--- config.mk ---
export PLATFORM = sky130hd
export DESIGN_NAME = phy_mgmt_top
export DESIGN_NICKNAME = d
export VERILOG_FILES = /design/src/rtl/phy_mgmt_pkg.sv /design/src/rtl/phy_mdc_sync.sv /design/src/rtl/phy_smi_slave.sv /design/src/rtl/phy_irq_unit.sv /design/src/rtl/phy_reg_file.sv /design/src/rtl/phy_mgmt_top.sv
export SDC_FILE = /design/constraint.sdc
export NUM_CORES = 1
export LEC_CHECK = 0
export BUFFER_PORTS_ARGS = -buffer_cell sky130_fd_sc_hd__buf_2
export CAP_MARGIN = 20
export CORE_ASPECT_RATIO = 1.25
export CORE_UTILIZATION = 40
export CTS_CLUSTER_DIAMETER = 50
export DETAILED_ROUTE_END_ITERATION = 10
export GPL_ROUTABILITY_DRIVEN = 0
export GPL_TIMING_DRIVEN = 0
export PLACE_DENSITY_LB_ADDON = 0.12
export RECOVER_POWER = 50
export SYNTH_ARGS = -nofsm -noshare
export SYNTH_HDL_FRONTEND = slang
export SYNTH_SLANG_ARGS = --single-unit
--- constraint.sdc ---
create_clock -name clk -period 8 [get_ports clk]
set_clock_uncertainty 0.05 [all_clocks]
set_input_delay 1.6 -clock clk [delete_from_list [all_inputs] [get_ports clk]]
set_output_delay 1.6 -clock clk [all_outputs]
set_load 0.02 [all_outputs]
--- src/rtl/phy_mgmt_pkg.sv ---
package phy_mgmt_pkg;

  localparam int REG_AW     = 5;
  localparam int REG_DW     = 16;
  localparam int EVT_W      = 7;
  localparam int PRE_LEN    = 32;
  localparam int PRE_CW     = $clog2(PRE_LEN + 1);
  localparam int HDR_BITS   = 12;              // opcode + phy + register
  localparam int TA_FIRST   = HDR_BITS + 1;    // index after first turnaround sample
  localparam int DATA_FIRST = HDR_BITS + 3;    // first data bit index
  localparam int BODY_BITS  = HDR_BITS + 2 + REG_DW;

  localparam logic [REG_AW-1:0] A_CTRL  = 5'd0;
  localparam logic [REG_AW-1:0] A_STAT  = 5'd1;
  localparam logic [REG_AW-1:0] A_ID_HI = 5'd2;
  localparam logic [REG_AW-1:0] A_ID_LO = 5'd3;
  localparam logic [REG_AW-1:0] A_ADV   = 5'd4;
  localparam logic [REG_AW-1:0] A_LPA   = 5'd5;
  localparam logic [REG_AW-1:0] A_EXP   = 5'd6;
  localparam logic [REG_AW-1:0] A_ISRC  = 5'd29;
  localparam logic [REG_AW-1:0] A_IMASK = 5'd30;

  localparam logic [1:0] OP_RD = 2'b10;
  localparam logic [1:0] OP_WR = 2'b01;

  typedef enum logic [1:0] {SMI_PRE, SMI_START, SMI_BODY} smi_state_t;

  typedef struct packed {
    logic [1:0]        op;
    logic [REG_AW-1:0] phy;
    logic [REG_AW-1:0] regad;
  } smi_hdr_t;

  // Place event-wide flag bits at register bits 7:1.
  function automatic logic [REG_DW-1:0] flags_to_reg(input logic [EVT_W-1:0] f);
    logic [REG_DW-1:0] r;
    r = '0;
    r[EVT_W:1] = f;
    return r;
  endfunction

  // Bit driven onto MDIO for body index idx (index counts samples taken).
  function automatic logic smi_drive_bit(input logic [REG_DW-1:0] d,
                                         input logic [4:0] idx);
    if (idx == 5'(TA_FIRST)) return 1'b0;
    return d[5'(BODY_BITS - 1) - idx];
  endfunction

endpackage

--- src/rtl/phy_mdc_sync.sv ---
module phy_mdc_sync (
  input  logic clk,
  input  logic rst_n,
  input  logic mdc,
  input  logic mdio_in,
  output logic sample_stb,
  output logic sample_bit
);
  logic [2:0] mdc_q;
  logic [1:0] dio_q;

  always_ff @(posedge clk or negedge rst_n) begin
    if (!rst_n) begin
      mdc_q <= '0;
      dio_q <= '1;
    end else begin
      mdc_q <= {mdc_q[1:0], mdc};
      dio_q <= {dio_q[0], mdio_in};
    end
  end

  assign sample_stb = mdc_q[1] & ~mdc_q[2];
  assign sample_bit = dio_q[1];
endmodule

--- src/rtl/phy_smi_slave.sv ---
module phy_smi_slave
  import phy_mgmt_pkg::*;
(
  input  logic              clk,
  input  logic              rst_n,
  input  logic [REG_AW-1:0] phy_addr,
  input  logic              sample_stb,
  input  logic              sample_bit,
  input  logic [REG_DW-1:0] rd_data,
  output logic              rd_req,
  output logic              wr_req,
  output logic [REG_AW-1:0] reg_addr,
  output logic [REG_DW-1:0] wr_data,
  output logic              mdio_out,
  output logic              mdio_oe,
  output logic              frame_busy
);
  smi_state_t          st;
  logic [PRE_CW-1:0]   pre_cnt;
  logic [4:0]          idx;
  logic [4:0]          idx_n;
  logic [HDR_BITS-2:0] hdr_q;
  smi_hdr_t            hdr_w;
  logic                rd_sel, wr_sel;
  logic [REG_AW-1:0]   regad_q;
  logic [REG_DW-1:0]   shreg;
  logic                body_stb, hdr_done, addr_ok;

  assign idx_n    = idx + 5'd1;
  assign hdr_w    = smi_hdr_t'({hdr_q, sample_bit});
  assign body_stb = sample_stb && (st == SMI_BODY);
  assign hdr_done = body_stb && (idx_n == 5'(HDR_BITS));
  assign addr_ok  = (hdr_w.phy == phy_addr);
  assign rd_req   = hdr_done && addr_ok && (hdr_w.op == OP_RD);
  assign wr_req   = body_stb && (idx_n == 5'(BODY_BITS)) && wr_sel;
  assign reg_addr = hdr_done ? hdr_w.regad : regad_q;
  assign wr_data  = {shreg[REG_DW-2:0], sample_bit};

  always_ff @(posedge clk or negedge rst_n) begin
    if (!rst_n) begin
      st      <= SMI_PRE;
      pre_cnt <= '0;
      idx     <= '0;
      hdr_q   <= '0;
      rd_sel  <= 1'b0;
      wr_sel  <= 1'b0;
      regad_q <= '0;
      shreg   <= '0;
    end else if (sample_stb) begin
      unique case (st)
        SMI_PRE: begin
          if (sample_bit) begin
            if (pre_cnt != PRE_CW'(PRE_LEN)) pre_cnt <= pre_cnt + 1'b1;
          end else if (pre_cnt == PRE_CW'(PRE_LEN)) begin
            st <= SMI_START;
          end else begin
            pre_cnt <= '0;
          end
        end
        SMI_START: begin
          if (sample_bit) begin
            st     <= SMI_BODY;
            idx    <= '0;
            rd_sel <= 1'b0;
            wr_sel <= 1'b0;
          end else begin
            st      <= SMI_PRE;
            pre_cnt <= '0;
          end
        end
        default: begin
          idx <= idx_n;
          if (idx_n < 5'(HDR_BITS)) hdr_q <= hdr_w[HDR_BITS-2:0];
          if (hdr_done) begin
            rd_sel  <= rd_req;
            wr_sel  <= addr_ok && (hdr_w.op == OP_WR);
            regad_q <= hdr_w.regad;
          end
          if (rd_req) shreg <= rd_data;
          else if (wr_sel && idx_n >= 5'(DATA_FIRST)) shreg <= wr_data;
          if (idx_n == 5'(BODY_BITS)) begin
            st      <= SMI_PRE;
            pre_cnt <= '0;
            rd_sel  <= 1'b0;
            wr_sel  <= 1'b0;
          end
        end
      endcase
    end
  end

  assign frame_busy = (st == SMI_BODY);
  assign mdio_oe    = frame_busy && rd_sel && (idx >= 5'(TA_FIRST)) &&
                      (idx < 5'(BODY_BITS));
  assign mdio_out   = mdio_oe ? smi_drive_bit(shreg, idx) : 1'b0;
endmodule

--- src/rtl/phy_irq_unit.sv ---
module phy_irq_unit
  import phy_mgmt_pkg::*;
(
  input  logic             clk,
  input  logic             rst_n,
  input  logic [EVT_W-1:0] evt,
  input  logic             clr,
  input  logic             mask_we,
  input  logic [EVT_W-1:0] mask_wbits,
  output logic [EVT_W-1:0] src_bits,
  output logic [EVT_W-1:0] mask_bits,
  output logic             irq
);
  // One sticky flag per event; a same-cycle event overrides the clear.
  for (genvar i = 0; i < EVT_W; i++) begin : g_flag
    always_ff @(posedge clk or negedge rst_n) begin
      if (!rst_n) begin
        src_bits[i]  <= 1'b0;
        mask_bits[i] <= 1'b0;
      end else begin
        src_bits[i] <= (src_bits[i] & ~clr) | evt[i];
        if (mask_we) mask_bits[i] <= mask_wbits[i];
      end
    end
  end

  assign irq = |(src_bits & mask_bits);
endmodule

--- src/rtl/phy_reg_file.sv ---
module phy_reg_file
  import phy_mgmt_pkg::*;
#(
  parameter logic [REG_DW-1:0] CTRL_RST = 16'h3000,
  parameter logic [REG_DW-1:0] ADV_RST  = 16'h01E1,
  parameter logic [REG_DW-1:0] STAT_VAL = 16'h7809,
  parameter logic [REG_DW-1:0] ID_HI    = 16'h0007,
  parameter logic [REG_DW-1:0] ID_LO    = 16'hC0F1,
  parameter logic [REG_DW-1:0] LPA_VAL  = 16'h0000,
  parameter logic [REG_DW-1:0] EXP_VAL  = 16'h0000
) (
  input  logic              clk,
  input  logic              rst_n,
  input  logic              wr_req,
  input  logic [REG_AW-1:0] addr,
  input  logic [REG_DW-1:0] wdata,
  input  logic [REG_DW-1:0] src_val,
  input  logic [REG_DW-1:0] mask_val,
  output logic [REG_DW-1:0] rdata,
  output logic              mask_we
);
  logic [REG_DW-1:0] ctrl_q, adv_q;

  always_ff @(posedge clk or negedge rst_n) begin
    if (!rst_n) begin
      ctrl_q <= CTRL_RST;
      adv_q  <= ADV_RST;
    end else if (wr_req) begin
      if (addr == A_CTRL) ctrl_q <= wdata;
      if (addr == A_ADV)  adv_q  <= wdata;
    end
  end

  assign mask_we = wr_req && (addr == A_IMASK);

  always_comb begin
    unique case (addr)
      A_CTRL:  rdata = ctrl_q;
      A_STAT:  rdata = STAT_VAL;
      A_ID_HI: rdata = ID_HI;
      A_ID_LO: rdata = ID_LO;
      A_ADV:   rdata = adv_q;
      A_LPA:   rdata = LPA_VAL;
      A_EXP:   rdata = EXP_VAL;
      A_ISRC:  rdata = src_val;
      A_IMASK: rdata = mask_val;
      default: rdata = '1;
    endcase
  end
endmodule

--- src/rtl/phy_mgmt_top.sv ---
module phy_mgmt_top
  import phy_mgmt_pkg::*;
#(
  parameter logic [REG_DW-1:0] CTRL_RST = 16'h3000,
  parameter logic [REG_DW-1:0] ADV_RST  = 16'h01E1
) (
  input  logic              clk,
  input  logic              rst_n,
  input  logic              mdc,
  input  logic              mdio_in,
  output logic              mdio_out,
  output logic              mdio_oe,
  input  logic [REG_AW-1:0] phy_addr,
  input  logic [EVT_W-1:0]  event_pulse,
  output logic              irq
);
  logic              sample_stb, sample_bit;
  logic              smi_rd_req, smi_wr_req, frame_busy;
  logic [REG_AW-1:0] smi_reg_addr;
  logic [REG_DW-1:0] smi_wr_data, reg_rdata;
  logic              src_clr, mask_we;
  logic [EVT_W-1:0]  src_bits, mask_bits;
  logic [REG_DW-1:0] src_val, mask_val;

  phy_mdc_sync u_sync (
    .clk(clk), .rst_n(rst_n), .mdc(mdc), .mdio_in(mdio_in),
    .sample_stb(sample_stb), .sample_bit(sample_bit)
  );

  phy_smi_slave u_smi (
    .clk(clk), .rst_n(rst_n), .phy_addr(phy_addr),
    .sample_stb(sample_stb), .sample_bit(sample_bit), .rd_data(reg_rdata),
    .rd_req(smi_rd_req), .wr_req(smi_wr_req), .reg_addr(smi_reg_addr),
    .wr_data(smi_wr_data), .mdio_out(mdio_out), .mdio_oe(mdio_oe),
    .frame_busy(frame_busy)
  );

  assign src_clr  = smi_rd_req && (smi_reg_addr == A_ISRC);
  assign src_val  = flags_to_reg(src_bits);
  assign mask_val = flags_to_reg(mask_bits);

  phy_reg_file #(.CTRL_RST(CTRL_RST), .ADV_RST(ADV_RST)) u_regs (
    .clk(clk), .rst_n(rst_n), .wr_req(smi_wr_req), .addr(smi_reg_addr),
    .wdata(smi_wr_data), .src_val(src_val), .mask_val(mask_val),
    .rdata(reg_rdata), .mask_we(mask_we)
  );

  phy_irq_unit u_irq (
    .clk(clk), .rst_n(rst_n), .evt(event_pulse), .clr(src_clr),
    .mask_we(mask_we), .mask_wbits(smi_wr_data[EVT_W:1]),
    .src_bits(src_bits), .mask_bits(mask_bits), .irq(irq)
  );
endmodule

==> metrics <==
Worst Setup End Kind output port; Arr. time, crit path 2.71 ns; routed wire length about 12 mm; type of the most critical hold path register to register; final hold violations 0; antenna violations before repair 0; diodes inserted 0; Synth Flop Type dfrtp_1; CTS tree done; maximum number of pins on one net before global-route repair 63; max frequency 0.229 GHz; # rows 46; DP Wirelength 8.38 mm; Setup TNS Final 0 ns; Max clock buf depth 2; run status finished, violations left; Slew @ Worst Pin 2.09 ns; Post-synth EDFFs 0; nature of the critical path startpoint register; worst r2r src u_smi.idx[1]; fraction of layout cells with a size suffix above 1 0.267; GRT overflow 0; switching pwr 0.000201 W; VDD IR max 0.108 mV; Max Slew Vio Count 37; dpl cells ~640; Layout Cells excl Fill roughly 650; shortest period the worst path allows approximately 4.4 ns; vias in the first global route 3834; post-synthesis net count 476; first-pass GRT wire length between 20 and 25 mm; HP Start u_sync.mdc_q[0]; RSZ-0062 raised after global routing false; post-synthesis register bit count 98; sequential area share after synthesis 0.476; detailed-route via count 3617; share of total power in the clock network 0.456; Core Box Area 0.0127 mm^2; worst endpoint required time 6.35 ns; r2r setup slk 4.69 ns; routed len/inst 17.9 um; initial core utilization 0.408; cell mode on critical path mux4_2; logic gate share of total power 0.028; gr usage total 0.190; Die Y-Extent 129 um; crit path max-delay cell type mux4_2; Vias/cell roughly 5.5; Port Buffers 18; hold buffers post-CTS 0; Die ar. 0.0134 mm^2; Worst Hold Path EP u_sync.mdc_q[1]; Hold Crit Depth 0; Post-CTS Setup Bufs 0; synthesized area about 0.0052 mm^2; R2R cell count 10; path type of the worst setup path register to output port; DRC 0; Final period util 0.545; number of max-cap violations 1; total I/O pin count 19; slew margin rel. -0.395; Ys Warns 0; asr flop ratio synth 1.00; Leakage 2.45 nW; total CTS buffers 9; internal power ~0.0008 W; TritonCTS sink count 98; CTS Root Cell clkbuf_16; Reg power frac 0.516; failing checks max-capacitance violations, max-slew violations; Final ANT Viol Nets 0; Initial DRT Pass Iterations 5; Clk pin slew, worst setup/hold paths 0.07 ns; Power Dens Cells 168 mW/mm^2; nets 506; DRT iter0 DRCs 149; worst skew pair latency between 0.3 and 0.4 ns; worst setup margin roughly 3.6 ns; Die Width 104 um; Avg Cell Area, Syn 11.5 um^2; final setup violating endpoints 0; post-synthesis instance total 451; worst path cell trace clkbuf_1 -> mux4_2 -> mux4_2 -> and3_1 -> buf_2; RR Endpoint u_regs.ctrl_q[4]; Yosys cell types 63; switch share 0.205; Max H-tree Level 3; Resized Gates After CTS 0; pre-CTS WS 3.97 ns; CP max stage delay approximately 0.6 ns; Area Growth Syn to Fin 12.2%; CP Max Fanout 10
[metrics by stage]
stage / cell area (um^2) / total power, W / utilization / hold slack, ns
after floorplan: 5170 / 0.000522 / - / 0.281
after global placement: 5470 / 0.000540 / 0.432 / 0.284
after detailed placement: 5500 / 0.000542 / 0.434 / 0.293
after CTS: 5810 / 0.000993 / 0.459 / 0.307
after global routing: 5800 / 0.00102 / 0.458 / 0.313
final: 5800 / 0.000977 / 0.458 / 0.302
[cell families (layout without fill, tap and decap cells)]
kind of cell    count (synthesis)  after routing  synth area share
compound gates                115            115             0.159
mux                            62             62             0.159
xor+xnor                       12             12            0.0203
buf+inv                        34             69            0.0431
flops                          98             98             0.476
fa+ha+maj                       9              9            0.0218
simple gates                  121            121             0.120
[flip-flops by register name, indices dropped and copies added (netlist names)]
name and cells:
u_regs.adv_q 16, u_regs.ctrl_q 16, u_smi.shreg 16, u_smi.hdr_q 11, u_irq.mask_bits 7, u_irq.src_bits 7
u_smi.pre_cnt 6, u_smi.idx 5, u_smi.regad_q 5, u_sync.mdc_q 3, u_smi.st 2, u_sync.dio_q 2
u_smi.rd_sel 1, u_smi.wr_sel 1
[cell usage after synthesis, drive strengths merged (7+ instances only)]
library cell / n / area, um^2
a21o: 7 / 52.6
a21oi: 28 / 151
a22o: 17 / 149
a22oi: 17 / 128
buf: 16 / 155
clkbuf: 8 / 30.0
dfrtp: 89 / 2230
dfstp: 9 / 236
ha: 9 / 113
inv: 10 / 37.5
mux2: 50 / 623
mux2i: 7 / 86.3
nand2: 55 / 223
nand3: 10 / 55.1
nor2: 21 / 78.8
o21ai: 21 / 109
xnor2: 8 / 70.1
[worst max-delay path: cells and delay by family, from the launching register on]
kind | cells | cell delay [ns]
flip-flops | 1 | 0.45
buffers and inverters | 2 | 0.66
multiplexers | 2 | 1.08
AND/OR/NAND/NOR | 1 | 0.17
[worst max-delay path by stage]
stage | end | depth (start not counted) | slack (ns) | from
after global placement | mdio_out | 5 | 3.96 | u_smi.idx[0]
after floorplan | mdio_out | 5 | 4.32 | u_smi.idx[0]
after global routing | mdio_out | 5 | 3.46 | u_smi.idx[0]
after CTS | mdio_out | 5 | 3.61 | u_smi.idx[0]
final | mdio_out | 5 | 3.64 | u_smi.idx[0]
after detailed placement | mdio_out | 5 | 3.97 | u_smi.idx[0]
[per-layer routing]
layer / track usage / vias to the layer above / part of all wire
li1: - / 1712 / -
met1: 0.255 / 1827 / 0.46
met2: 0.317 / 62 / 0.50
met3: 0.0252 / 16 / 0.028
met4: 0.0739 / 0 / 0.020
met5: 0 / - / 0
[final cells by class]
type / instances / area, um^2
buffer: 24 / 185
clock buffer: 14 / 274
clock inverter: 2 / 35.0
fill: 1224 / 6860
inverter: 10 / 37.5
multi-input combinational: 319 / 2480
sequential: 98 / 2460
tap: 168 / 210
timing repair buffer: 19 / 116
[power groups by stage]
| stage | Combinational [W] | Clock [W] | Sequential, W |
|---|---|---|---|
| final | 0.0000278 | 0.000446 | 0.000504 |
| after CTS | 0.0000291 | 0.000460 | 0.000504 |
| after global placement | 0.0000266 | 0 | 0.000513 |
| after global routing | 0.0000327 | 0.000478 | 0.000504 |
| after detailed placement | 0.0000290 | 0 | 0.000513 |
| after floorplan | 0.0000104 | 0 | 0.000512 |
[cell usage in the layout (no fill, tap or decap), types with 9 or more instances in the layout]
master,synthesis,layout
clkbuf_16,0,9
a21oi_1,27,27
clkbuf_1,8,12
buf_2,7,24
dfstp_2,9,9
a22o_1,17,17
nand2_1,54,54
dfrtp_1,89,89
nand3_1,9,10
a22oi_1,17,17
mux2_2,34,34
inv_1,10,10
nor2_1,21,21
ha_1,9,9
mux2_4,16,16
o21ai_0,20,20
Power figures use the tool's default switching activity.
